### config.mk
export PLATFORM = sky130hd
export DESIGN_NAME = spi_bus_bridge
export DESIGN_NICKNAME = d
export VERILOG_FILES = /design/src/rtl/bb_pkg.sv /design/src/rtl/bb_req_filter.sv /design/src/rtl/bb_rx_frame.sv /design/src/rtl/spi_bus_bridge.sv
export SDC_FILE = /design/constraint.sdc
export NUM_CORES = 1
export LEC_CHECK = 0
export BUFFER_PORTS_ARGS = -buffer_cell sky130_fd_sc_hd__clkbuf_2
export CAP_MARGIN = 20
export CELL_PAD_IN_SITES_DETAIL_PLACEMENT = 1
export CELL_PAD_IN_SITES_GLOBAL_PLACEMENT = 2
export CORE_AREA = 2 2 96 98
export CTS_CLUSTER_SIZE = 16
export DETAILED_ROUTE_END_ITERATION = 8
export DIE_AREA = 0 0 98 100
export PLACE_DENSITY_LB_ADDON = 0.1
export REMOVE_ABC_BUFFERS = 1
export SYNTH_ARGS = -nofsm -noshare
export SYNTH_HDL_FRONTEND = slang
export SYNTH_SLANG_ARGS = --single-unit
### constraint.sdc
create_clock -name clk -period 1.75 [get_ports clk]
set_input_delay 0.0875 -clock clk [delete_from_list [all_inputs] [get_ports clk]]
set_output_delay 0.0875 -clock clk [all_outputs]
set_load 0.01 [all_outputs]
### src/rtl/bb_pkg.sv
package bb_pkg;
    typedef enum logic [2:0] {
        ST_IDLE,
        ST_HOST_IN,
        ST_BUS_OUT,
        ST_HOST_OUT,
        ST_HALT
    } bb_state_t;

    localparam int BYTE_BITS  = 8;
    localparam int FRAME_BITS = 10;
endpackage

### src/rtl/bb_req_filter.sv
module bb_req_filter #(
    parameter int REQ_MIN = 16
) (
    input  logic clk,
    input  logic rst_n,
    input  logic en,
    input  logic req_n_i,
    output logic req_pulse
);
    localparam int CW = $clog2(REQ_MIN + 1);

    logic [1:0]    sync_q;
    logic [CW-1:0] low_cnt;

    // Two-stage synchronizer, then a saturating count of consecutive low cycles.
    always_ff @(posedge clk or negedge rst_n) begin
        if (!rst_n) begin
            sync_q    <= 2'b11;
            low_cnt   <= '0;
            req_pulse <= 1'b0;
        end else begin
            sync_q    <= {sync_q[0], req_n_i};
            req_pulse <= 1'b0;
            if (!en || sync_q[1]) begin
                low_cnt <= '0;
            end else if (low_cnt < CW'(REQ_MIN)) begin
                low_cnt <= low_cnt + 1'b1;
                if (low_cnt == CW'(REQ_MIN - 1)) begin
                    req_pulse <= 1'b1;
                end
            end
        end
    end
endmodule

### src/rtl/bb_rx_frame.sv
module bb_rx_frame #(
    parameter int BIT_CLKS = 128
) (
    input  logic       clk,
    input  logic       rst_n,
    input  logic       en,
    input  logic       line_i,
    output logic       busy_o,
    output logic       done_o,
    output logic       ferr_o,
    output logic [7:0] data_o
);
    localparam int CW   = $clog2(BIT_CLKS);
    localparam int HALF = BIT_CLKS / 2;

    logic [1:0]    sync_q;
    logic          line_s;
    logic [CW-1:0] cnt;
    logic [3:0]    idx;   // 0 = start, 1..8 = data, 9 = stop
    logic [7:0]    shreg;
    logic [CW-1:0] target;

    assign line_s = sync_q[1];
    assign target = (idx == 4'd0) ? CW'(HALF - 1) : CW'(BIT_CLKS - 1);
    assign data_o = shreg;

    always_ff @(posedge clk or negedge rst_n) begin
        if (!rst_n) begin
            sync_q <= 2'b11;
            busy_o <= 1'b0;
            done_o <= 1'b0;
            ferr_o <= 1'b0;
            cnt    <= '0;
            idx    <= '0;
            shreg  <= '0;
        end else begin
            sync_q <= {sync_q[0], line_i};
            done_o <= 1'b0;
            ferr_o <= 1'b0;
            if (!en) begin
                busy_o <= 1'b0;
            end else if (!busy_o) begin
                if (!line_s) begin
                    busy_o <= 1'b1;
                    cnt    <= '0;
                    idx    <= '0;
                end
            end else if (cnt == target) begin
                cnt <= '0;
                if (idx == 4'd0) begin
                    if (line_s) busy_o <= 1'b0;   // start bit did not hold
                    else        idx    <= 4'd1;
                end else if (idx <= 4'd8) begin
                    shreg <= {line_s, shreg[7:1]};
                    idx   <= idx + 4'd1;
                end else begin
                    busy_o <= 1'b0;
                    if (line_s) done_o <= 1'b1;
                    else        ferr_o <= 1'b1;
                end
            end else begin
                cnt <= cnt + 1'b1;
            end
        end
    end
endmodule

### src/rtl/spi_bus_bridge.sv
module spi_bus_bridge #(
    parameter int BIT_CLKS = 128,
    parameter int REQ_MIN  = 16
) (
    input  logic clk,
    input  logic rst_n,
    input  logic mode_sel,
    input  logic cs_n,
    input  logic eom_i,
    input  logic bus_rx,
    output logic bus_tx,
    output logic sck_o,
    output logic host_dout,
    input  logic host_din,
    input  logic ctrl_req_n,
    output logic ctrl_o
);
    import bb_pkg::*;

    localparam int PW   = $clog2(BIT_CLKS);
    localparam int HALF = BIT_CLKS / 2;

    bb_state_t  st, nxt;
    logic       en, rx_en;
    logic       rx_busy, rx_done, rx_ferr, req_pulse;
    logic [7:0] rx_data;
    logic [7:0] shreg;
    logic [PW-1:0] ph_q;
    logic [3:0]    bit_q;
    logic          ph_end;
    logic [3:0]    bm1;
    logic [2:0]    ridx;

    assign en     = mode_sel & ~cs_n;
    assign rx_en  = en && (st == ST_IDLE || st == ST_HOST_OUT);
    assign ph_end = (ph_q == PW'(BIT_CLKS - 1));
    assign bm1    = bit_q - 4'd1;
    assign ridx   = 3'd7 - bit_q[2:0];

    bb_req_filter #(.REQ_MIN(REQ_MIN)) u_req (
        .clk(clk), .rst_n(rst_n), .en(en),
        .req_n_i(ctrl_req_n), .req_pulse(req_pulse)
    );

    bb_rx_frame #(.BIT_CLKS(BIT_CLKS)) u_rx (
        .clk(clk), .rst_n(rst_n), .en(rx_en), .line_i(bus_rx),
        .busy_o(rx_busy), .done_o(rx_done), .ferr_o(rx_ferr), .data_o(rx_data)
    );

    // State register
    always_ff @(posedge clk or negedge rst_n) begin
        if (!rst_n) st <= ST_IDLE;
        else        st <= nxt;
    end

    // Next-state logic
    always_comb begin
        nxt = st;
        unique case (st)
            ST_IDLE: begin
                if (rx_ferr)                   nxt = ST_HALT;
                else if (rx_done)              nxt = ST_HOST_OUT;
                else if (req_pulse && !rx_busy) nxt = ST_HOST_IN;
            end
            ST_HOST_IN:  if (ph_end && bit_q == 4'(BYTE_BITS - 1))  nxt = ST_BUS_OUT;
            ST_BUS_OUT:  if (ph_end && bit_q == 4'(FRAME_BITS - 1)) nxt = ST_IDLE;
            ST_HOST_OUT: if (ph_end && bit_q == 4'(BYTE_BITS - 1))  nxt = ST_IDLE;
            ST_HALT:     if (eom_i) nxt = ST_IDLE;
            default:     nxt = ST_IDLE;
        endcase
        if (!en) nxt = ST_IDLE;
    end

    // Bit-time counters and shift register
    always_ff @(posedge clk or negedge rst_n) begin
        if (!rst_n) begin
            ph_q  <= '0;
            bit_q <= '0;
            shreg <= '0;
        end else if (st != nxt) begin
            ph_q  <= '0;
            bit_q <= '0;
            if (nxt == ST_HOST_OUT) shreg <= rx_data;
        end else if (st == ST_HOST_IN || st == ST_BUS_OUT || st == ST_HOST_OUT) begin
            if (ph_end) begin
                ph_q  <= '0;
                bit_q <= bit_q + 4'd1;
            end else begin
                ph_q <= ph_q + 1'b1;
            end
            if (st == ST_HOST_IN && ph_q == PW'(HALF)) begin
                shreg <= {shreg[6:0], host_din};
            end
        end
    end

    // Outputs
    always_comb begin
        sck_o     = 1'b0;
        host_dout = 1'b1;
        bus_tx    = 1'b1;
        ctrl_o    = 1'b1;
        unique case (st)
            ST_IDLE:    ctrl_o = !(rx_busy || rx_done);
            ST_HOST_IN: begin
                sck_o  = (ph_q < PW'(HALF));
                ctrl_o = 1'b0;
            end
            ST_BUS_OUT: begin
                ctrl_o = 1'b0;
                if (bit_q == 4'd0)      bus_tx = 1'b0;
                else if (bit_q >= 4'd9) bus_tx = 1'b1;
                else                    bus_tx = shreg[bm1[2:0]];
            end
            ST_HOST_OUT: begin
                sck_o     = (ph_q < PW'(HALF));
                ctrl_o    = 1'b0;
                host_dout = shreg[ridx];
            end
            ST_HALT: ctrl_o = 1'b1;
            default: ctrl_o = 1'b1;
        endcase
        if (!en) begin
            sck_o  = 1'b0;
            bus_tx = 1'b1;
            ctrl_o = 1'b1;
        end
    end
endmodule

==> metrics.csv <==
stage;metric;value;unit
worst_setup_path;crit-path cells;inv_2 -> ha_4 -> mux4_2 -> nor2b_1 -> a311oi_1 -> o21ai_1 -> clkbuf_2;
cts;CTS buffer count;5;
drt;DRC;0;
placement;Placed Area;3620;um^2
drt;drt first-iter violations;105;
worst_setup_path;critical path class;reg -> out;
worst_setup_path;worst reg2reg path depth;4;
status;violated checks;negative setup slack;
sta;final worst setup slack;-0.300;ns
worst_setup_path;slowest cell on the critical path;dfrtp_2;
power;cell leakage power;1.87;nW
worst_setup_path;crit-path max FO;4;
placement;PortBufs;11;
power;maximum vdd drop;437;uV
status;status;finished with violations;
drt;Routed WL;8000;um
cts;worst-skew pair later-pin latency;0.30;ns
sta;RSZ-0062 raised after global routing;true;
global_routing;initial antenna violation count;0;
floorplan;Core Region;8890;um^2
worst_setup_path;Crit path largest cell delay;0.43;ns
drt;Avg Vias per Cell;5.28;
sta;setup violators final;2;
global_routing;gr usage total;16.6;%
sta;maximum clock rate;488;MHz
layout;Final #Nets;390;
synthesis;Most used DFF post-synth;dfrtp_1;
worst_setup_path;CP startpoint kind;flop;
synthesis;EDFF count, synth;0;
synthesis;Post-synth ARST share;100;%
global_routing;grt peak-use layer;met2;
synthesis;Seq/Total Area, Yosys;43.3;%
drt;wire per inst;16.5;um
sta;max-slew violations;0;
global_routing;gr ovfl total;0;
cts;Clock Path Buffers;2;
worst_setup_path;CP endpoint;bus_tx;
cts;Num Clock Sinks;54;
placement;GP Congestion;0.763;
synthesis;synth unique cells;69;
floorplan;chip height;100;um
synthesis;Ys Warns;0;
drt;Routed Antenna Nets;0;
worst_setup_path;worst r2r src;st[2]$_DFF_PN0_;
global_routing;M2 GR Usage;27.9;%
layout;Final Cell Area;4170;um^2
floorplan;row count;35;
cts;Worst-path clk slew;0.10;ns
layout;layout overhead on the synthesized area;33.1;%
cts;CTS tree;yes;
layout;share of post-route cells with drive strength above 1;39.4;%
hold_path;Hold Crit Class;in -> reg;
synthesis;syn_area_per_cell;10.5;um^2
floorplan;Initial Util;35.3;%
global_routing;vias in the first global route;2684;
floorplan;Die X;98;um
run;# Max-Cap Violations;0;
worst_setup_path;flop-to-flop setup slack;0.02;ns
floorplan;area of the die;9800;um^2
sta;Slew HR;72.4;%
layout;Util after Layout;47.0;%
global_routing;global-route wire length before repair;13200;um
synthesis;Mapped Area;3140;um^2
layout;filler instances;993;
global_routing;GR Layer Usage met3;2.30;%
sta;Clock Skew;0.00691;ns
placement;post-DP HPWL;5600;um
drt;via count;2555;
worst_setup_path;CP Data Required Time;1.66;ns
synthesis;synthesized instance count;300;
worst_setup_path;RR Endpoint;shreg[1]$_DFFE_PN0P_;
worst_setup_path;Worst Path Arrival;1.96;ns
cts;H-tree Lvls;2;
synthesis;Yosys reg bits;54;
drt;first drt pass iteration count;6;
sta;Final Cycle Share;117;%
worst_setup_path;crit path launch;bit_q[0]$_DFFE_PN0P_;
floorplan;# IOs;12;
power;PD cells;593;nW/um^2
layout;non-filler cells, final;484;
sta;Worst-Margin Slew;0.412;ns
layout;ANT cells;0;
global_routing;largest net degree at the start of global routing;55;
sta;Sum Neg Setup Slack;-0.546;ns
cts;Root Buffer;clkbuf_8;
global_routing;grt met1 use;22.6;%
sta;fin crit period;2.05;ns
placement;Placed Cells;455;
worst_setup_path;CP Capture Type;primary output;
sta;Hold Vio Cnt, Final;0;
==> registers in the layout (all words and copies together), names as in the netlist, 2 cells and up <==
signal         flops
u_req.sync_q       2
shreg              8
u_rx.idx           4
bit_q              4
st                 3
u_rx.cnt           7
u_req.low_cnt      5
u_rx.data_o        8
ph_q               7
u_rx.sync_q        2
==> how the worst min path moves through the flow <==
stage / startpoint / end / depth (start not counted)
finish: host_din / shreg[0]$_DFFE_PN0P_ / 3
global route: host_din / shreg[0]$_DFFE_PN0P_ / 3
CTS: host_din / shreg[0]$_DFFE_PN0P_ / 3
detailed placement: rst_n / u_rx.cnt[5]$_DFFE_PN0P_ / 2
global placement: rst_n / u_rx.cnt[1]$_DFFE_PN0P_ / 2
floorplan: rst_n / bit_q[0]$_DFFE_PN0P_ / 0
==> cells by family (layout without fill, tap and decap cells) <==
family	Yosys count	count (layout)	synth area share (%)
AND/OR/NAND/NOR	103	103	20.2
AO/OA/AOI/OAI	54	54	14.2
flip-flops	54	54	43.3
buffers and inverters	45	118	6.19
multiplexers	18	18	7.42
XOR/XNOR	16	16	4.71
adder cells (fa/ha/maj)	10	10	3.99
==> power by group <==
group | leakage, nW | switching [W] | internal (W)
registers | 0.646 | 0.0000200 | 0.00128
clock network | 0.0585 | 0.000433 | 0.000430
logic | 1.16 | 0.000163 | 0.000152
==> critical path, delay by kind of cell, from the launching register on <==
kind,cells,cell delay [ns]
AO/OA/AOI/OAI,2,0.30
AND/OR/NAND/NOR,1,0.15
adder cells (fa/ha/maj),1,0.27
multiplexers,1,0.31
buffers and inverters,2,0.19
flip-flops,1,0.43
==> per-stage QoR <==
stage	setup slack, ns	hold slack [ns]	total power, W
5_1_grt	-0.398	0.0242	0.00260
3_5_place_dp	-0.115	0.120	0.00156
6_report	-0.300	0.0216	0.00247
4_1_cts	-0.360	0.0187	0.00245
2_1_floorplan	-0.256	-0.208	0.00144
3_3_place_gp	-0.122	0.119	0.00156
==> metal layers <==
metal | part of all wire, % | up-vias
met5 | 0 | -
met4 | 1.2 | 0
met3 | 1.9 | 7
met2 | 49 | 23
met1 | 48 | 1288
li1 | - | 1237
==> cell usage in the layout (no fill, tap or decap), types with 7 or more instances in the layout <==
cell type	Yosys	final
buf_6	1	8
nand2_1	11	10
nor2_1	13	13
nand3_1	11	11
a222oi_1	8	8
mux2i_1	12	12
inv_1	30	27
buf_4	1	56
nor3_1	14	11
clkbuf_2	0	10
dfrtp_1	50	46
ha_1	10	7
xnor2_1	9	8
==> cell type report <==
class / count / area, um^2 / area share (%)
clock inverter: 3 / 43.8 / 1.05
tap: 111 / 139 / 3.33
clock buffer: 5 / 68.8 / 1.65
sequential: 54 / 1360 / 32.6
timing repair buffer: 80 / 631 / 15.1
multi-input combinational: 201 / 1820 / 43.6
inverter: 30 / 113 / 2.70
==> synthesized netlist by cell type, types with 3 or more instances <==
master	count	share of area [%]
a211oi_1	3	0.72
a211oi_2	3	1.2
nand4_1	5	1.0
nand3_1	11	1.8
o31ai_1	3	0.72
nand2b_1	5	1.0
ha_1	10	4.0
nor2b_1	7	1.4
buf_2	11	1.8
nor3_1	14	2.2
nor2_1	13	1.6
nor4_1	7	1.4
o21ai_0	5	0.80
a21oi_1	8	1.3
dfrtp_1	50	40
mux2i_1	12	3.8
dfstp_2	4	3.4
mux4_2	4	2.9
inv_1	30	3.6
xor2_1	6	1.7
and3_1	5	1.0
a222oi_1	8	2.6
nand2_1	11	1.3
xnor2_1	9	2.5
==> repair_timing <==
action,in CTS,in global routing
endpoints found under the hold margin,52,0
pin swaps,5,14
buffers inserted,4,15
setup endpoints to repair,27,40
resized for setup,19,39
hold buffers,3,0
No activity file was read; power rests on OpenSTA's default activity.
